### src/rtl/mbox_bridge.sv
module mbox_bridge #(
  parameter int unsigned CFG_W = 9
) (
  input  logic        clk,
  input  logic        rst_n,
  input  logic        h_en,
  input  logic        h_we,
  input  logic [5:0]  h_addr,
  input  logic [3:0]  h_be,
  input  logic [31:0] h_wdata,
  output logic [31:0] h_rdata,
  output logic        h_irq,
  input  logic        l_en,
  input  logic        l_we,
  input  logic [5:0]  l_addr,
  input  logic [3:0]  l_be,
  input  logic [31:0] l_wdata,
  output logic [31:0] l_rdata,
  output logic        l_irq,
  input  logic        pin_ld,
  input  logic [7:0]  pin_d,
  output logic [7:0]  pin_q
);
  localparam logic [5:0] A_STAT = 6'h34;
  localparam logic [5:0] A_CFG  = 6'h38;
  localparam logic [5:0] A_IST  = 6'h3C;
  localparam int unsigned PIN_BIT = 31;

  logic [31:0] mb [8];
  logic [31:0] full;
  logic [31:0] wr_v, rd_v;
  logic [CFG_W-1:0] cfg_h, cfg_l;
  logic [1:0] ist_h;
  logic       ist_l;

  wire h_mb   = h_en && !h_addr[5];
  wire l_mb   = l_en && !l_addr[5];
  wire h_wok  = h_mb && h_we && !h_addr[4];
  wire h_rclr = h_mb && !h_we && h_addr[4];
  wire l_wok  = l_mb && l_we && l_addr[4];
  wire l_rclr = l_mb && !l_we && !l_addr[4];

  always_comb begin
    wr_v = '0;
    rd_v = '0;
    for (int b = 0; b < 4; b++) begin
      if (h_be[b] && h_wok)  wr_v[{h_addr[4:2], 2'(b)}] = 1'b1;
      if (h_be[b] && h_rclr) rd_v[{h_addr[4:2], 2'(b)}] = 1'b1;
      if (l_be[b] && l_wok)  wr_v[{l_addr[4:2], 2'(b)}] = 1'b1;
      if (l_be[b] && l_rclr) rd_v[{l_addr[4:2], 2'(b)}] = 1'b1;
    end
    if (pin_ld) wr_v[PIN_BIT] = 1'b1;
  end

  wire [31:0] tch = wr_v | rd_v;

  function automatic logic ring(input logic [CFG_W-1:0] c, input logic [31:0] w,
                                input logic [31:0] t, input logic [31:0] f);
    return c[0] && (c[1] ? t[c[7:3]] : (w[c[7:3]] && !f[c[7:3]]));
  endfunction

  wire db_h = ring(cfg_h, wr_v, tch, full);
  wire db_l = ring(cfg_l, wr_v, tch, full);
  wire ev_h = (db_h && !cfg_h[2]) || (db_l && !cfg_l[2]);
  wire ev_l = (db_h && cfg_h[2]) || (db_l && cfg_l[2]);
  wire h_ack = h_en && h_we && (h_addr == A_IST);
  wire l_ack = l_en && l_we && (l_addr == A_IST);

  always_ff @(posedge clk or negedge rst_n) begin
    if (!rst_n) begin
      for (int i = 0; i < 8; i++) mb[i] <= '0;
      full  <= '0;
      cfg_h <= '0;
      cfg_l <= '0;
      ist_h <= '0;
      ist_l <= 1'b0;
    end else begin
      full <= (full & ~rd_v) | wr_v;
      for (int i = 0; i < 8; i++)
        for (int b = 0; b < 4; b++)
          if (wr_v[i*4+b]) begin
            if (i == 7 && b == 3 && pin_ld) mb[i][b*8 +: 8] <= pin_d;
            else if (i < 4)                 mb[i][b*8 +: 8] <= h_wdata[b*8 +: 8];
            else                            mb[i][b*8 +: 8] <= l_wdata[b*8 +: 8];
          end
      if (h_en && h_we && h_addr == A_CFG) cfg_h <= h_wdata[CFG_W-1:0];
      if (l_en && l_we && l_addr == A_CFG) cfg_l <= l_wdata[CFG_W-1:0];
      ist_h[0] <= ev_h || (ist_h[0] && !(h_ack && h_wdata[0]));
      ist_h[1] <= (pin_ld && cfg_h[8]) || (ist_h[1] && !(h_ack && h_wdata[1]));
      ist_l    <= ev_l || (ist_l && !(l_ack && l_wdata[0]));
    end
  end

  function automatic logic [31:0] rmux(input logic [5:0] a, input logic [CFG_W-1:0] c,
                                       input logic [1:0] s);
    if (!a[5]) return mb[a[4:2]];
    case (a)
      A_STAT:  return full;
      A_CFG:   return 32'(c);
      A_IST:   return {30'b0, s};
      default: return '0;
    endcase
  endfunction

  assign h_rdata = rmux(h_addr, cfg_h, ist_h);
  assign l_rdata = rmux(l_addr, cfg_l, {1'b0, ist_l});
  assign h_irq   = |ist_h;
  assign l_irq   = ist_l;
  assign pin_q   = mb[7][31:24];

  a_r1_reset_clears: assert property (@(posedge clk)
    !rst_n |=> (full == '0) && !h_irq && !l_irq && (pin_q == 8'h00));

  a_r6_ignored_write: assert property (@(posedge clk) disable iff (!rst_n)
    (l_en && l_we && !l_addr[5] && !l_addr[4] && !h_en && !pin_ld) |=> $stable(full[15:0]));

  a_r7_write_wins: assert property (@(posedge clk) disable iff (!rst_n)
    (h_en && h_we && h_addr == 6'h00 && h_be[0] && l_en && !l_we && l_addr == 6'h00)
      |=> full[0] && (mb[0][7:0] == $past(h_wdata[7:0])));

  a_r10_irq_holds: assert property (@(posedge clk) disable iff (!rst_n)
    (l_irq && !(l_en && l_we && l_addr == A_IST && l_wdata[0])) |=> l_irq);

  a_r11_pin_load: assert property (@(posedge clk) disable iff (!rst_n)
    pin_ld |=> (pin_q == $past(pin_d)) && full[PIN_BIT]);
endmodule

### config.mk
export PLATFORM = sky130hd
export DESIGN_NAME = mbox_bridge
export DESIGN_NICKNAME = d
export VERILOG_FILES = /design/src/rtl/mbox_bridge.sv
export SDC_FILE = /design/constraint.sdc
export NUM_CORES = 1
export LEC_CHECK = 0
export BUFFER_PORTS_ARGS = -buffer_cell sky130_fd_sc_hd__buf_2
export CAP_MARGIN = 20
export CORE_ASPECT_RATIO = 0.8
export CORE_MARGIN = 5
export CORE_UTILIZATION = 55
export DETAILED_ROUTE_END_ITERATION = 10
export GPL_ROUTABILITY_DRIVEN = 1
export PLACE_DENSITY = 0.82
export SYNTH_ARGS = -nofsm -noshare
export SYNTH_HDL_FRONTEND = slang
export SYNTH_SLANG_ARGS = --single-unit
### constraint.sdc
create_clock -name clk -period 2.7 [get_ports clk]
set_clock_uncertainty 0.15 [all_clocks]
set_input_delay 0.54 -clock clk [delete_from_list [all_inputs] [get_ports clk]]
set_output_delay 0.54 -clock clk [all_outputs]
set_load 0.1 [all_outputs]
After elaboration in Yosys (flattened, before gate mapping):

Index checks and enable logic that the tools add are counted.

* bits in registers: 309
* word-level logic and storage cells: 215

* reductions and logical operators: 74
* eq/ne operators: 6
* $lt $le $gt $ge: 20
* muxes and demuxes: 58
* bitwise gates (word level): 20

Operators by type and width (count)
* two-way mux 32 bit: 20
* binary-select mux 32 bit (select 3 bit): 2
* OR 32 bit: 6
* case mux 32 bit (3 select lines): 2
* OR 32 x 30 -> 32 bit: 4
* OR 32 x 31 -> 32 bit: 4
* OR 32 x 29 -> 32 bit: 2
* < comparator 5 x 6 -> 1 bit, second input constant: 10
* two-way mux 29 bit: 2
* logical AND 1 bit: 55
* >= comparator 5 x 1 -> 1 bit, second input constant: 8
* == test 6 bit, second input constant: 6
* AND 32 bit: 1
* NOT 32 bit: 1
* binary-select mux 1 bit (select 5 bit): 6
* demux 1 bit (select 3 bit): 8
* two-way mux 1 bit: 17
* logical NOT 1 bit: 13
* >= comparator 4 bit, second input constant: 2
* two-way mux 8 bit: 1
* NOT 3 -> 4 bit: 2
* logical OR 1 bit: 5
* OR reduction 2 bit: 1

Depth between registers and ports, before layout:

Gate-level depths: netlist of run 1.

* depth in word-level cells: 29
* gate-level depth with buffers: 10

Worst setup path before layout of run 1:

OpenSTA, ideal clock, no wires.

* kind: input to output
* start: in l_addr[3]
* end: out l_rdata[10]
* stages: 7
* data arrival time: 4.065 ns
* slack: -2.055 ns
* cell sequence: buf_4 > clkbuf_1 > clkbuf_1 > buf_1 > mux4_2 > mux2i_1 > o21ai_0

* longest elaborated chain between the ends: 5
* elaborated cells on any way between the ends: 9
* those cells by class: eq/ne: 3; mux: 5; bitwise: 1

Ends and longest elaborated chain
* start: declaration: line 15 `input logic [5:0] l_addr,`
* NOT 3 -> 4 bit (implied by the code): line 96 `if (!a[5]) return mb[a[4:2]];`
* binary-select mux 32 bit (select 3 bit): line 96
* two-way mux 32 bit (implied by the code) (2 in series): line 96
* two-way mux 32 bit (*): line 97 `case (a)`
* end: declaration: line 18 `output logic [31:0] l_rdata,`

Every way passes the cells marked *; elsewhere a longest branch is shown, timed or not. The select of a mux whose other input is x is not followed.

Worst setup path after layout of run 1:

* start: in h_addr[2]
* end: out h_rdata[10]

* longest elaborated chain between the ends: 5
* elaborated cells on any way between the ends: 9
* those cells by class: eq/ne: 3; mux: 5; bitwise: 1

Ends and longest elaborated chain
* start: declaration: line 8 `input logic [5:0] h_addr,`
* NOT 3 -> 4 bit (implied by the code): line 96
* binary-select mux 32 bit (select 3 bit): line 96
* two-way mux 32 bit (implied by the code) (2 in series): line 96
* two-way mux 32 bit (*): line 97
* end: declaration: line 11 `output logic [31:0] h_rdata,`

Marked as above.

==> results of run 1 <==
-- sequential cells by signal, summed over array words and instances (netlist names) --
signal and flops:
full 32, mb 248, l_irq 1, pin_q 8
cfg_h 9, ist_h 2, cfg_l 9
-- worst min-delay path, cell delays in order --
cell     delay, ns
buf_2         0.11
nand2_1       0.05
nand2_1       0.05
-- cell type report --
cell class | count | area (µm²)
inverter | 8 | 30.0
fill | 1735 | 6700
clock inverter | 15 | 208
timing repair buffer | 459 | 4840
antenna | 3 | 7.51
sequential | 309 | 7730
multi-input combinational | 1009 | 11600
clock buffer | 48 | 1030
tap | 427 | 534
-- stage by stage --
step | util [%] | power (µW) | setup TNS, ns | hold WS [ns]
after CTS | 77.7 | 15600 | -3.62 | 0.0946
after detailed placement | 70.3 | 10200 | -23.27 | 0.333
after global placement | 70.3 | 9990 | -18.87 | 0.322
final | 79.5 | 15900 | -4.25 | 0.106
after global routing | 79.5 | 16400 | -5.98 | 0.114
after floorplan | - | 8630 | -0.974 | 0.0944
-- where the power goes --
part	switching [µW]	internal, µW	total (µW)
logic	2550	2260	4810
registers	707	5260	5970
clock network	2020	3150	5160
total	5270	10700	15900
-- placed cells by master (no fill, tap or decap), types with 13 or more instances in the layout --
cell / Yosys / routed
nand2_4: 0 / 16
a22oi_1: 22 / 13
dfrtp_1: 309 / 307
mux2_2: 247 / 247
mux2i_4: 0 / 40
mux4_2: 149 / 149
a221oi_1: 23 / 19
buf_6: 6 / 20
o21ai_4: 0 / 63
buf_2: 39 / 97
nand2_1: 200 / 174
o21ai_0: 101 / 38
clkbuf_16: 0 / 40
mux2i_1: 81 / 23
buf_4: 11 / 221
buf_12: 0 / 93
mux2i_2: 0 / 18
nor2_1: 26 / 24
-- final timing paths --
check | from | endpoint | slack (ns)
worst min-delay path | l_wdata[27] | mb[91] | 0.11
worst max register to register | cfg_l[3] | l_irq | 0.04
min in group asynchronous | rst_n | pin_q[1] | 0.45
max in group asynchronous | rst_n | mb[80] | 1.19
worst max-delay path | h_addr[2] | h_rdata[10] | -0.19
worst min register to register | mb[136] | mb[136] | 0.35
-- metal layers --
metal / GRT usage (%) / up-vias / share of wire, %
met3: 8.75 / 261 / 11
met2: 56.2 / 1126 / 47
li1: - / 6357 / -
met4: 14.4 / 2 / 4.5
met1: 50.1 / 8182 / 37
met5: 0 / - / 0.018
-- cell families (layout without fill, tap and decap cells) --
group	Yosys count	count (layout)	share of synthesized area, %
muxes	477	477	37.9
DFF	309	309	42.2
and+or+nand+nor	309	309	8.50
AOI/OAI and AO/OA	223	223	8.10
buffers and inverters	128	530	3.36
other	0	3	0
-- repair_timing --
item                                    in CTS  in global routing
endpoints found under the setup margin      66                 66
gates resized for setup                    144                107
hold buffers                                 1                  0
setup buffers                               24                 19
gates cloned                                13                  2
hold endpoints to repair                    60                  0
pin swaps                                   18                 24
==> flow_summary.ini, run 1 <==
[synthesis]
ys_async_sr_fraction_pct = 100
synth_area_um2 = 18300
yosys_warnings = 0
synth_common_cells = dfrtp_1 (309), mux2_2 (247), nand2_1 (200)
ys_seq_area_share_pct = 42.2
ys_types = 75
synth_seq_cells = 309
synth-edff-count = 0
syn_avg_cell_area_um2 = 12.7
syn_nets = 1545
synth.most_common_cell = dfrtp_1
synthFlopType = dfrtp_1
yosysTopAreaCellShare_pct = 42.2
syn_inst = 1446
synth_area_leaders = dfrtp_1 (42%), mux4_2 (18%), mux2_2 (15%), mux2i_1 (4.4%), nand2_1 (4.1%)
yosysTopAreaCell = dfrtp_1

[worst_setup_path]
cp_num_buf_inv = 6
cp.required_ns = 2.01
r2r_cells = 8
cp_slowest_cell = mux4_2
cp-start-kind = primary input
worstSetupPathDepth = 9
crit_top_cell = buf_8
cp.arrival_ns = 2.20
crit_type = primary input to output port
path_delay_family = buffers and inverters
endpoint_kind = output port
critPathMaxStageDelay_ns = 0.54
critPathMaxFanout = 7
path_cells = buf_8, buf_8, buf_12, buf_4, buf_8, mux4_2, mux2i_4, o21ai_4, buf_12

[drt]
routed_wl_um = 70600
via_per_inst = 6.99
antenna_left = 0
vias = 15900
dr.pass1.iters = 6
wl_per_cell_um = 31.0
drt_iter0_drc = 1944
post-route-drc-count = 0

[hold_path]
hp-class = primary input to flip-flop
worstHoldPathCells = 3

[power_and_ir_drop]
irDropWorstVdd_v = 0.000503
power_density_nw_per_um2 = 613
leakage_uw = 0.0114

[finish]
drive_gt1_share_pct = 60.0
nets = 1921
final_cells = 2278
syn2layout_area_growth_pct = 41.8
final_area_um2 = 26000

[clock_tree]
htreeDepth = 2
cts-root-buf = clkbuf_16
cts_tree = done
clockBufferDepth = 3
clock_sinks = 309
clkLatencyLatePin_ns = 0.54
clkTransAtPathRegs_ns = 0.06
cts_buffers = 35

[place]
postPlaceCellArea_um2 = 23000
hpwl_um = 45200
io_buffers = 172
post-place-ws_ns = -0.658
dp_cells = 2164
place.gp.congestion = 1.04

[global_routing]
antenna_found_initial = 4
overflow = 0
grtUsageTotal_pct = 36.2
grt_pass1_vias = 16700
grt_max_degree = 72
grt_pass1_wl_um = 104000

[outcome]
failed_checks = negative setup slack
status = complete, but fails checks

[floorplan]
start_util_pct = 56.1
die_y_um = 173
row_count = 59
core_area_um2 = 32700
ioPinCount = 173
die_area_um2 = 37100
fp.dieW_um = 214

[timing]
setup_viol = 47
finalCritPeriodShare_pct = 107
max_slew.worst_pin.slew_ns = 0.890
hold_viol_final = 0
fin_crit_ns = 2.89
slew_headroom_pct = 40.7
setup_ws_ns = -0.186
rsz0062_at_grt = true
maxSlewViolCount = 0
fmax_mhz = 346

[flow_run]
cap_violations = 0
Note: power is estimated with default switching activity, not from simulation.
==> run 2, diff against run 1 <==
--- a/constraint.sdc
+++ b/constraint.sdc
@@ -3,3 +3,3 @@
 set_input_delay 0.54 -clock clk [delete_from_list [all_inputs] [get_ports clk]]
 set_output_delay 0.54 -clock clk [all_outputs]
-set_load 0.1 [all_outputs]
+set_load 0.05 [all_outputs]
==> run 2 against run 1 <==
Against the previous run:
- the flow still finishes with violations (negative setup slack)
- sequential share of layout area grew 1.4 points
- power down 8.5%
- critical path type unchanged
- core utilization is 3.5 points lower
- sequential cell count is the same
- largest cell class unchanged
- non-clock buffer count is 13 lower
- largest power group unchanged
==> flow_summary.ini, run 2 (synthesis gave the netlist of run 1 again) <==
[outcome]
status = complete, but fails checks
failed_checks = negative setup slack

[global_routing]
overflow = 0
grt_pass1_vias = 16500
grt_max_degree = 78
antenna_found_initial = 3
grtUsageTotal_pct = 36.3
grt_pass1_wl_um = 104000

[place]
dp_cells = 2163
postPlaceCellArea_um2 = 22100
io_buffers = 172
hpwl_um = 44900
post-place-ws_ns = -0.475
place.gp.congestion = 1.08

[drt]
vias = 15700
dr.pass1.iters = 6
drt_iter0_drc = 1945
routed_wl_um = 69000
via_per_inst = 6.94
antenna_left = 0
wl_per_cell_um = 30.5
post-route-drc-count = 0

[finish]
largest_reg_flops = 248
drive_gt1_share_pct = 58.2
reg_top3 = mb x248, full x32
syn2layout_area_growth_pct = 35.5
nets = 1908
top_register = mb
multiInputGateArea_um2 = 11300
final_cells = 2261
mostFrequentLayoutCells = dfrtp_1 (307), mux2_2 (247), buf_4 (217), nand2_1 (190), mux4_2 (149)
seq_area_um2 = 7730
layout_commonest_cell = dfrtp_1
final_area_um2 = 24900
fillers = 1983

[worst_setup_path]
endpoint_kind = output port
r2r_cells = 8
cp.required_ns = 2.01
r2r-end = l_irq
cp-start-kind = primary input
critPathMaxFanout = 8
cp.arrival_ns = 2.06
r2r_setup_slack_ns = 0.03
cp-endpoint = l_rdata[17]
crit_type = primary input to output port
r2r-start = cfg_l[3]
crit_start = l_addr[2]

[floorplan]
fp.dieW_um = 214
core_area_um2 = 32700
die_y_um = 173
ioPinCount = 173
start_util_pct = 56.1
row_count = 59
die_area_um2 = 37100

[timing]
setup_viol = 15
rsz0062_at_grt = true
hold_viol_final = 0
maxSlewViolCount = 0
setup_ws_ns = -0.0508
slew_headroom_pct = 37.0
fin_crit_ns = 2.75
fmax_mhz = 364
finalCritPeriodShare_pct = 102
max_slew.worst_pin.slew_ns = 0.945

[clock_tree]
cts_buffers = 35
cts_tree = done
clkTransAtPathRegs_ns = 0.06
htreeDepth = 2
clkLatencyLatePin_ns = 0.53
cts-root-buf = clkbuf_16
clock_sinks = 309
clockBufferDepth = 3

[power_and_ir_drop]
irDropWorstVdd_v = 0.000573
power_density_nw_per_um2 = 587
leakage_uw = 0.0109
p_total_uw = 14600

[flow_run]
cap_violations = 0

[hold_path]
worstHoldPathCells = 3
hp-class = primary input to flip-flop
-- run 2: cell count changes in the layout (fill, tap and decap cells not counted), sizes merged --
cell      change
buf          -15
clkinv        +2
bufinv        -4
clkinvlp      -3
clkbuf        +4
bufbuf        -1
-- run 2: per-layer routing --
metal | track usage [%] | vias up | part of all wire (%)
met3 | 8.89 | 204 | 11
met5 | 0 | - | 0
li1 | - | 6321 | -
met1 | 49.4 | 8067 | 38
met4 | 13.9 | 0 | 4.0
met2 | 57.5 | 1108 | 47
-- run 2: how the worst min path moves through the flow --
stage / startpoint / end / slack (ns)
floorplan: rst_n / cfg_h[0] / 0.09
global placement: mb[141] / mb[141] / 0.32
detailed placement: mb[139] / mb[139] / 0.34
CTS: h_wdata[11] / mb[139] / 0.09
global route: h_wdata[11] / mb[139] / 0.11
finish: h_wdata[11] / mb[139] / 0.10
-- run 2: area by class of cell --
type,count,share of cell area [%]
antenna,3,0.0302
clock inverter,10,0.317
sequential,309,31.1
clock buffer,49,4.11
tap,427,2.15
inverter,8,0.121
multi-input combinational,1009,45.4
timing repair buffer,446,16.7
-- run 2: what timing repair did --
action	4_1_cts	5_1_grt
gates cloned	9	6
endpoints found under the hold margin	66	0
setup endpoints to repair	64	66
pin swaps	6	12
resized for setup	228	68
hold buffers	1	0
buffers inserted	20	2
-- run 2: metrics by stage --
| step | setup TNS, ns | hold slack, ns | util, % |
|---|---|---|---|
| detailed placement | -16.32 | 0.335 | 67.4 |
| global placement | -15.25 | 0.322 | 67.4 |
| CTS | -0.129 | 0.0864 | 74.7 |
| floorplan | -1.30 | 0.0944 | - |
| finish | -0.248 | 0.103 | 76.0 |
| global route | -0.864 | 0.109 | 76.0 |
-- run 2: worst max-delay path, stage by stage --
cell	delay (ns)
buf_12	0.11
buf_12	0.14
buf_12	0.16
mux4_2	0.53
mux2i_2	0.28
o21ai_4	0.09
buf_6	0.19
-- run 2: report_power, final --
part	total (µW)	switching [µW]	internal, µW	leakage (µW)
combinational	4060	2030	2020	0.00634
sequential	5900	631	5270	0.00405
clock	4650	1920	2730	0.000550
